--- src/rtl/scratch_pkg.sv ---
package scratch_pkg;
    localparam int AW        = 7;
    localparam int DW        = 8;
    localparam int DEPTH     = 1 << AW;
    localparam int BANK_W    = 2;
    localparam int REG_W     = 3;
    localparam int BSEL_W    = $clog2(DW);
    localparam logic [AW-1:0] BIT_BASE = 7'h20;
    localparam logic [AW-1:0] SP_RESET = 7'h07;

    typedef enum logic [3:0] {
        OP_NOP     = 4'd0,
        OP_RD_BYTE = 4'd1,
        OP_WR_BYTE = 4'd2,
        OP_RD_REG  = 4'd3,
        OP_WR_REG  = 4'd4,
        OP_RD_BIT  = 4'd5,
        OP_SET_BIT = 4'd6,
        OP_CLR_BIT = 4'd7,
        OP_PUSH    = 4'd8,
        OP_POP     = 4'd9,
        OP_LD_SP   = 4'd10,
        OP_LD_BANK = 4'd11
    } op_e;

    typedef struct packed {
        logic [AW-1:0]     addr;
        logic [BSEL_W-1:0] bsel;
        logic              wr_byte;
        logic              wr_bit;
        logic              bit_val;
    } access_t;

    function automatic logic [AW-1:0] reg_to_addr(input logic [BANK_W-1:0] b,
                                                  input logic [REG_W-1:0] r);
        return AW'({b, r});
    endfunction

    function automatic logic [AW-1:0] bit_to_addr(input logic [AW-1:0] b);
        return BIT_BASE + AW'(b[AW-1:BSEL_W]);
    endfunction
endpackage

--- src/rtl/sp_unit.sv ---
module sp_unit
    import scratch_pkg::*;
(
    input  logic          clk,
    input  logic          rst,
    input  logic          push,
    input  logic          pop,
    input  logic          load,
    input  logic [AW-1:0] load_val,
    output logic [AW-1:0] sp_q,
    output logic [AW-1:0] sp_inc,
    output logic          ovf_q
);
    localparam logic [AW-1:0] TOP = '1;

    assign sp_inc = sp_q + AW'(1);

    always_ff @(posedge clk) begin
        if (rst) begin
            sp_q  <= SP_RESET;
            ovf_q <= 1'b0;
        end else if (load) begin
            sp_q  <= load_val;
            ovf_q <= 1'b0;
        end else if (push) begin
            sp_q <= sp_inc;
            if (sp_inc == TOP) ovf_q <= 1'b1;
        end else if (pop) begin
            sp_q <= sp_q - AW'(1);
        end
    end

    p_sp_reset_r1: assert property (@(posedge clk) $past(rst) |-> (sp_q == SP_RESET && !ovf_q));
    p_push_inc_r7: assert property (@(posedge clk) disable iff (rst)
        push && !load |=> sp_q == AW'($past(sp_q) + AW'(1)));
    p_pop_dec_r8: assert property (@(posedge clk) disable iff (rst)
        pop && !load && !push |=> sp_q == AW'($past(sp_q) - AW'(1)));
    p_load_r9: assert property (@(posedge clk) disable iff (rst)
        load |=> (sp_q == $past(load_val) && !ovf_q));
    p_ovf_cause_r10: assert property (@(posedge clk) disable iff (rst)
        $rose(ovf_q) |-> ($past(push) && sp_q == TOP));
endmodule

--- src/rtl/addr_resolve.sv ---
module addr_resolve
    import scratch_pkg::*;
(
    input  op_e               op,
    input  logic [AW-1:0]     addr,
    input  logic [REG_W-1:0]  regnum,
    input  logic [BANK_W-1:0] bank,
    input  logic [AW-1:0]     sp,
    input  logic [AW-1:0]     sp_inc,
    output access_t           acc
);
    always_comb begin
        acc         = '0;
        acc.addr    = addr;
        acc.bsel    = addr[BSEL_W-1:0];
        case (op)
            OP_RD_REG, OP_WR_REG: begin
                acc.addr    = reg_to_addr(bank, regnum);
                acc.wr_byte = (op == OP_WR_REG);
            end
            OP_WR_BYTE: acc.wr_byte = 1'b1;
            OP_RD_BIT, OP_SET_BIT, OP_CLR_BIT: begin
                acc.addr    = bit_to_addr(addr);
                acc.wr_bit  = (op != OP_RD_BIT);
                acc.bit_val = (op == OP_SET_BIT);
            end
            OP_PUSH: begin
                acc.addr    = sp_inc;
                acc.wr_byte = 1'b1;
            end
            OP_POP:  acc.addr = sp;
            default: ;
        endcase
    end
endmodule

--- src/rtl/ram_core.sv ---
module ram_core
    import scratch_pkg::*;
(
    input  logic          clk,
    input  logic [AW-1:0] a,
    input  logic          we,
    input  logic [DW-1:0] wd,
    output logic [DW-1:0] rd
);
    logic [DW-1:0] mem [DEPTH];

    assign rd = mem[a];

    always_ff @(posedge clk) begin
        if (we) mem[a] <= wd;
    end
endmodule

--- src/rtl/banked_scratchpad.sv ---
module banked_scratchpad
    import scratch_pkg::*;
(
    input  logic          clk,
    input  logic          rst,
    input  logic [3:0]    cmd,
    input  logic [6:0]    addr,
    input  logic [2:0]    regnum,
    input  logic [7:0]    wdata,
    output logic [7:0]    rdata,
    output logic          rbit,
    output logic [7:0]    sp,
    output logic          sp_ovf,
    output logic [1:0]    bank
);
    op_e           op;
    access_t       acc;
    logic [AW-1:0] sp_q, sp_inc;
    logic [DW-1:0] rd_byte, wr_byte;
    logic          we;
    logic          rd_op;

    assign op = op_e'(cmd);

    sp_unit u_sp (
        .clk(clk), .rst(rst),
        .push(op == OP_PUSH), .pop(op == OP_POP), .load(op == OP_LD_SP),
        .load_val(wdata[AW-1:0]),
        .sp_q(sp_q), .sp_inc(sp_inc), .ovf_q(sp_ovf)
    );

    addr_resolve u_res (
        .op(op), .addr(addr), .regnum(regnum), .bank(bank),
        .sp(sp_q), .sp_inc(sp_inc), .acc(acc)
    );

    always_comb begin
        wr_byte = wdata;
        if (acc.wr_bit) begin
            wr_byte           = rd_byte;
            wr_byte[acc.bsel] = acc.bit_val;
        end
    end

    assign we = acc.wr_byte | acc.wr_bit;

    ram_core u_ram (
        .clk(clk), .a(acc.addr), .we(we), .wd(wr_byte), .rd(rd_byte)
    );

    assign rd_op = (op == OP_RD_BYTE) || (op == OP_RD_REG) || (op == OP_POP);

    always_ff @(posedge clk) begin
        if (rst) begin
            rdata <= '0;
            rbit  <= 1'b0;
            bank  <= '0;
        end else begin
            if (rd_op)             rdata <= rd_byte;
            if (op == OP_RD_BIT)   rbit  <= rd_byte[acc.bsel];
            if (op == OP_LD_BANK)  bank  <= wdata[BANK_W-1:0];
        end
    end

    assign sp = {1'b0, sp_q};

    p_bit_single_r6: assert property (@(posedge clk) disable iff (rst)
        acc.wr_bit |-> $countones(wr_byte ^ rd_byte) <= 1);
    p_bit_region_r5: assert property (@(posedge clk) disable iff (rst)
        (op == OP_RD_BIT || acc.wr_bit) |-> (acc.addr >= BIT_BASE && acc.addr < BIT_BASE + AW'(16)));
    p_bank_load_r4: assert property (@(posedge clk) disable iff (rst)
        op == OP_LD_BANK |=> bank == $past(wdata[BANK_W-1:0]));
    p_rdata_hold_r11: assert property (@(posedge clk) disable iff (rst)
        !rd_op |=> $stable(rdata));
    p_reg_window_r3: assert property (@(posedge clk) disable iff (rst)
        (op == OP_RD_REG || op == OP_WR_REG) |-> acc.addr < AW'(32));
endmodule

--- config.mk ---
export PLATFORM = sky130hd
export DESIGN_NAME = banked_scratchpad
export DESIGN_NICKNAME = d
export VERILOG_FILES = /design/src/rtl/scratch_pkg.sv /design/src/rtl/sp_unit.sv /design/src/rtl/addr_resolve.sv /design/src/rtl/ram_core.sv /design/src/rtl/banked_scratchpad.sv
export SDC_FILE = /design/constraint.sdc
export NUM_CORES = 1
export LEC_CHECK = 0
export BUFFER_PORTS_ARGS = -buffer_cell sky130_fd_sc_hd__buf_2
export CAP_MARGIN = 10
export CORE_UTILIZATION = 60
export DETAILED_ROUTE_END_ITERATION = 10
export PLACE_DENSITY = 0.72
export SLEW_MARGIN = 20
export SYNTH_ARGS = -nofsm -noshare
export SYNTH_HDL_FRONTEND = slang
export SYNTH_SLANG_ARGS = --single-unit
--- constraint.sdc ---
create_clock -name clk -period 14.4 [get_ports clk]
set_clock_uncertainty 0.2 [all_clocks]
set_input_delay 2.88 -clock clk [delete_from_list [all_inputs] [get_ports clk]]
set_output_delay 2.88 -clock clk [all_outputs]
set_load 0.1 [all_outputs]
==> After elaboration in Yosys (flattened, before gate mapping) <==
Memories as Yosys holds them, arrays and structs flattened.
Cells that the tools add are included.
Widths: inputs -> output; s select.
{ "totals": {"register_bits": 19, "inputBits": 24, "mem_bits_rw": 1024, "mem_count": 1, "out_inout_bits": 20, "word_cells": 48} }
{ "op_classes": {"order_cmp": 2, "n_eq_ne": 13, "bitwise": 1, "n_mux": 14, "addsub": 3, "n_reduce_logical": 9} }
{ "memory_table": {"columns": ["memory", "words", "word_bits", "rd", "rd_clocked_by_memory_dff", "wr", "line", "text"], "rows": [
  ["u_ram.mem", 128, 8, 1, 0, 1, "ram_core.sv:10", "logic [DW-1:0] mem [DEPTH];"]
]} }
{ "ops": {"columns": ["operator", "count"], "rows": [
  ["$pmux 7 s4", 1],
  ["$mux 7", 3],
  ["$eq 4x3->1 const B", 4],
  ["$eq 4x4->1 const B", 4],
  ["$bwmux 8", 1],
  ["$eq 4x2->1 const B", 2],
  ["$mux 8", 1],
  ["$add 6x4->7 const A", 1],
  ["$add 7x1->7 const B", 1],
  ["$eq 7x7->1 const B", 1],
  ["$sub 7x1->7 const B", 1],
  ["$reduce_or 2->1", 3],
  ["$eq 4x1->1 const B", 1],
  ["$lt 3x4->1 const B", 1],
  ["$mux 1", 4],
  ["$ne 4x3->1 const B", 1],
  ["$bmux 1 s3", 1],
  ["$demux 1 s3", 1],
  ["$ge 3x1->1 const B", 1],
  ["$reduce_bool 3->1", 1],
  ["$reduce_or 3->1", 1],
  ["$logic_or 1x1->1", 2],
  ["$mux 2", 1],
  ["$pmux 1 s2", 1],
  ["other kinds (3)", 3]
]} }

==> Longest topological paths before layout <==
{ "logic_depth": {"depth_word": 6, "mapped_depth": 20, "ltp_nobuf": 14} }

==> By module <==
Synthesis repeated with hierarchy kept, for this count alone.
{ "hier_totals": {"hier_cells": 2726, "hier_area_um2": 42204.2} }
{ "by_module_without_submodules": {"columns": ["module", "n_inst", "cells_per_inst", "area_each_um2", "seq_area_each_um2"], "rows": [
  ["ram_core", 1, 2467, 40273.6, 30749.5],
  ["banked_scratchpad", 1, 93, 755.7, 220.2],
  ["sp_unit", 1, 86, 684.4, 160.2],
  ["addr_resolve", 1, 80, 490.5, 0.0]
]} }

==> Least setup slack after synthesis <==
Ideal clock, no wire load.
{ "synth_path": {"kind": "input-to-reg", "start": "input cmd[1]", "end": "memory u_ram.mem[0][7], data pin", "arrival_time_ps": 10525, "n_path_buf": 7, "slack_ps": 2479, "path_stages": 16, "required_time_ps": 13003, "path_cell_list": "buf_6 > buf_2 > or4b_1 > o311a_1 > and3_1 > buf_2 > buf_6 > buf_2 > buf_2 > buf_2 > and3_1 > a2111oi_0 > nor4_1 > nand4_1 > o21ai_0 > o21ai_0"} }
{ "synth_between": {"elab_chain_cells": 6, "word_cells_on_any_way": 15} }
{ "synth_lines": {"columns": ["element", "line", "text"], "rows": [
  ["start, declared", "banked_scratchpad.sv:6", "input logic [3:0] cmd,"],
  ["$eq 4x3->1 (tied with other cells)", "addr_resolve.sv:16", "case (op)"],
  ["$reduce_or 3->1 / $reduce_or 2->1 (equally long branches)", "addr_resolve.sv:16", null],
  ["$pmux 7 s4", "addr_resolve.sv:16", null],
  ["$mem_v2 128x8", null, null],
  ["$bwmux 8", "banked_scratchpad.sv:41", "wr_byte[acc.bsel] = acc.bit_val;"],
  ["$mux 8 *", "banked_scratchpad.sv:39", "if (acc.wr_bit) begin"],
  ["via u_ram.wd[7]", "ram_core.sv:7", "input logic [DW-1:0] wd,"],
  ["end, declared", "ram_core.sv:10", null]
]} }
The timed path passes the listed nets; every way through them passes the cells marked *.

==> Worst setup path after layout <==
{ "layout_path": {"start": "input cmd[3]", "end": "memory u_ram.mem[85][7], data pin"} }
Same word-level chain as after synthesis.

==> impl_metrics.py <==
metrics = {
    "outcome": {
        "status": "finished, final reports clean",
    },
    "sta": {
        "hold_viol_final": 0,
        "min_period_ns": 9.92,
        "max-slew-margin-rel_pct": 14.9,
        "setup_viol": 0,
        "post-route-period-util_pct": 68.9,
        "setup_ws_ns": 4.48,
        "rsz0062_at_grt": "no",
        "fmaxAchievable_mhz": 101,
        "hold_slack_ns": 0.264,
        "tightestPinTransition_ns": 1.27,
        "maxSlewViolCount": 0,
        "fin_tns_setup_ns": 0,
    },
    "yosys": {
        "async_flop_share_pct": 0,
        "synth.avg_cell_area_um2": 13.0,
        "syn_inst": 3336,
        "ys_seq_area_share_pct": 71.6,
        "ys.flop_type": "edfxtp_1",
        "synthDominantCellAreaShare_pct": 70.7,
        "synth_area_leaders": "edfxtp_1 71%, nand2_1 6.1%, nand3_1 2.6%",
        "synth_cell_types": 83,
        "syn-cell-area_um2": 43500,
        "syn_nets": 3363,
        "synth_edf_count": 1024,
        "synth_top_area_cell": "edfxtp_1",
        "ys_seq_elements": 1043,
        "ys_warn_count": 0,
    },
    "run": {
        "max_cap_violations": 0,
    },
    "worst_setup_path": {
        "critical_path_required_ns": 14.56,
        "worstPathArrival_ns": 10.08,
        "critPathKind": "input port to register",
        "reg2reg_from": "u_sp.sp_q[1]",
        "endpoint_kind": "register",
        "cp_max_fo": 72,
        "reg2reg_depth": 17,
        "reg2reg_slack_ns": 6.61,
        "critPathLaunchType": "input port",
        "rr_endpoint": "u_ram.mem[66][3]",
    },
    "placement": {
        "placed_area_um2": 44500,
        "place_ws_ns": 4.14,
        "port_buffers": 42,
        "hpwlAfterDp_um": 78500,
        "place.gp.congestion": 0.924,
    },
    "route": {
        "wirelength_um": 131000,
        "firstDrtPassIters": 6,
        "drtAntennaViolNets": 0,
        "drc": 0,
        "vias": 30100,
        "routedWlPerCell_um": 30.2,
        "viasPerCell": 6.94,
        "drt_iter0_markers": 4799,
    },
    "floorplanning": {
        "initial_core_util_pct": 60.8,
        "fp.dieH_um": 271,
        "die_area_um2": 73600,
        "rows": 98,
        "core_um2": 71600,
        "ios": 44,
        "dieWidth_um": 271,
    },
    "power": {
        "p_total_uw": 6870,
        "leakagePower_uw": 0.0159,
        "powerDensity_nw_per_um2": 144,
        "ir_worst_vdd_mv": 0.0919,
    },
    "finish": {
        "area_growth_pct": 9.73,
        "design_area_um2": 47700,
        "layout-drive-gt1-share_pct": 8.86,
        "nFillCells": 5060,
        "register_area_um2": 31100,
        "final_net_count": 3331,
        "multi_input_area_um2": 11400,
        "n_antenna_cell": 0,
    },
    "clock_tree": {
        "cts_buffer_depth": 3,
        "cts_sinks": 1043,
        "cts_resized": 0,
        "clk_latency_ns": 0.68,
        "htreeDepth": 3,
        "cts_tree": "built",
        "path_clk_slew_ns": 0.06,
        "cts_hold_buffers": 0,
        "cts_root_buffer": "clkbuf_16",
        "cts_buffers": 102,
        "cts_setup_buffers": 0,
    },
    "worst_hold_path": {
        "hp-start": "rdata[1]",
        "hold_class": "register to register",
        "holdPathStages": 2,
        "min_to": "rdata[1]",
    },
    "global_route": {
        "track_usage_pct": 35.4,
        "grt_pass1_wl_um": 190000,
        "grt_antenna_before_repair": 2,
        "grt_max_degree": 154,
        "first_global_vias": 28400,
        "overflow": 0,
    },
}
[synth_stat cells, types with 5 or more instances]
master / n
a311oi_1: 25
a32o_1: 9
inv_1: 10
mux2i_1: 98
nand2_1: 707
o22ai_1: 14
buf_6: 11
or3_1: 5
buf_1: 25
a2111oi_0: 16
edfxtp_1: 1024
nor2_1: 182
a22o_1: 29
a31oi_1: 35
nand4_1: 29
a221oi_1: 6
buf_2: 128
and2_1: 5
nor4_1: 8
clkbuf_1: 67
a311o_1: 6
a32oi_1: 27
a21oi_1: 171
o211ai_1: 16
a22oi_1: 53
a221o_1: 23
dfxtp_1: 19
o21ai_1: 11
xnor2_1: 5
nor3_1: 45
a211oi_1: 83
and3_1: 68
nor2b_1: 7
nand3_1: 229
o21ai_0: 46
buf_4: 7
a21o_1: 5
[worst max-delay path, stage by stage]
cell       delay [ns]
buf_2            0.34
nor2b_1          0.78
nand2_1          0.42
o32a_1           0.35
or2_1            0.61
nor2_1           0.90
nand2_1          0.57
a2111oi_0        0.99
nor4_2           0.27
nand4_1          0.25
o21ai_0          0.16
o21ai_4          0.16
buf_4            0.52
buf_4            0.71
[how the worst max path moves through the flow]
stage	startpoint	to	slack [ns]
finish	cmd[3]	u_ram.mem[85][7]	4.48
global route	cmd[3]	u_ram.mem[85][7]	4.39
CTS	cmd[1]	u_ram.mem[9][5]	4.82
floorplan	cmd[1]	u_ram.mem[0][7]	2.48
detailed placement	cmd[1]	u_ram.mem[8][5]	4.14
global placement	cmd[1]	u_ram.mem[84][7]	4.03
[metal layers]
layer	part of all wire, %	GRT usage (%)	wire (um)	vias up
li1	-	-	-	12600
met1	36	47.7	47400	14800
met2	46	54.1	60000	2240
met3	12	8.00	16000	448
met4	5.9	18.8	7730	0
met5	0	0	0	-
[cell families after synthesis]
logic type	Yosys count	share of synthesized area (%)
multiplexers	101	2.36
other	1	0.00862
AND/OR/NAND/NOR	1313	13.1
adder cells (fa/ha/maj)	3	0.0863
buffers and inverters	248	2.76
AO/OA/AOI/OAI	618	9.94
XOR/XNOR	9	0.181
flip-flops	1043	71.6
[metrics by stage]
stage | utilization, % | std cells
floorplan | - | 3336
global placement | 62.1 | 4150
detailed placement | 62.1 | 4150
CTS | 66.7 | 4336
global route | 66.7 | 4336
finish | 66.7 | 4336
[cell usage in the layout (no fill, tap or decap), types with 29 or more instances in the layout]
master / instances
a211oi_1: 83
a21oi_1: 170
a22o_1: 29
a22oi_1: 53
a31oi_1: 34
and3_1: 67
buf_2: 42
buf_4: 54
clkbuf_16: 105
edfxtp_1: 1024
mux2i_1: 98
nand2_1: 702
nand3_1: 229
nand4_1: 29
nor2_1: 180
nor3_1: 39
o21ai_0: 40
[flip-flops by register name, indices dropped and copies added (netlist names)]
name and count:
u_ram.mem 1024, u_sp.sp_q 7, rbit 1, rdata 8
bank 2, u_sp.ovf_q 1
[area by class of cell]
type,count,area share (%)
clock buffer,123,5.65
clock inverter,63,1.13
inverter,10,0.0786
multi-input combinational,2045,23.9
sequential,1043,65.2
tap,950,2.49
timing repair buffer,102,1.52
[power by group]
part / switching (uW) / leakage (uW) / internal, uW / total [uW]
sequential: 6.42 / 0.00939 / 3380 / 3390
combinational: 648 / 0.00496 / 205 / 853
clock: 1150 / 0.00159 / 1480 / 2630
total: 1800 / 0.0159 / 5070 / 6870
Power figures use the tool's default switching activity.
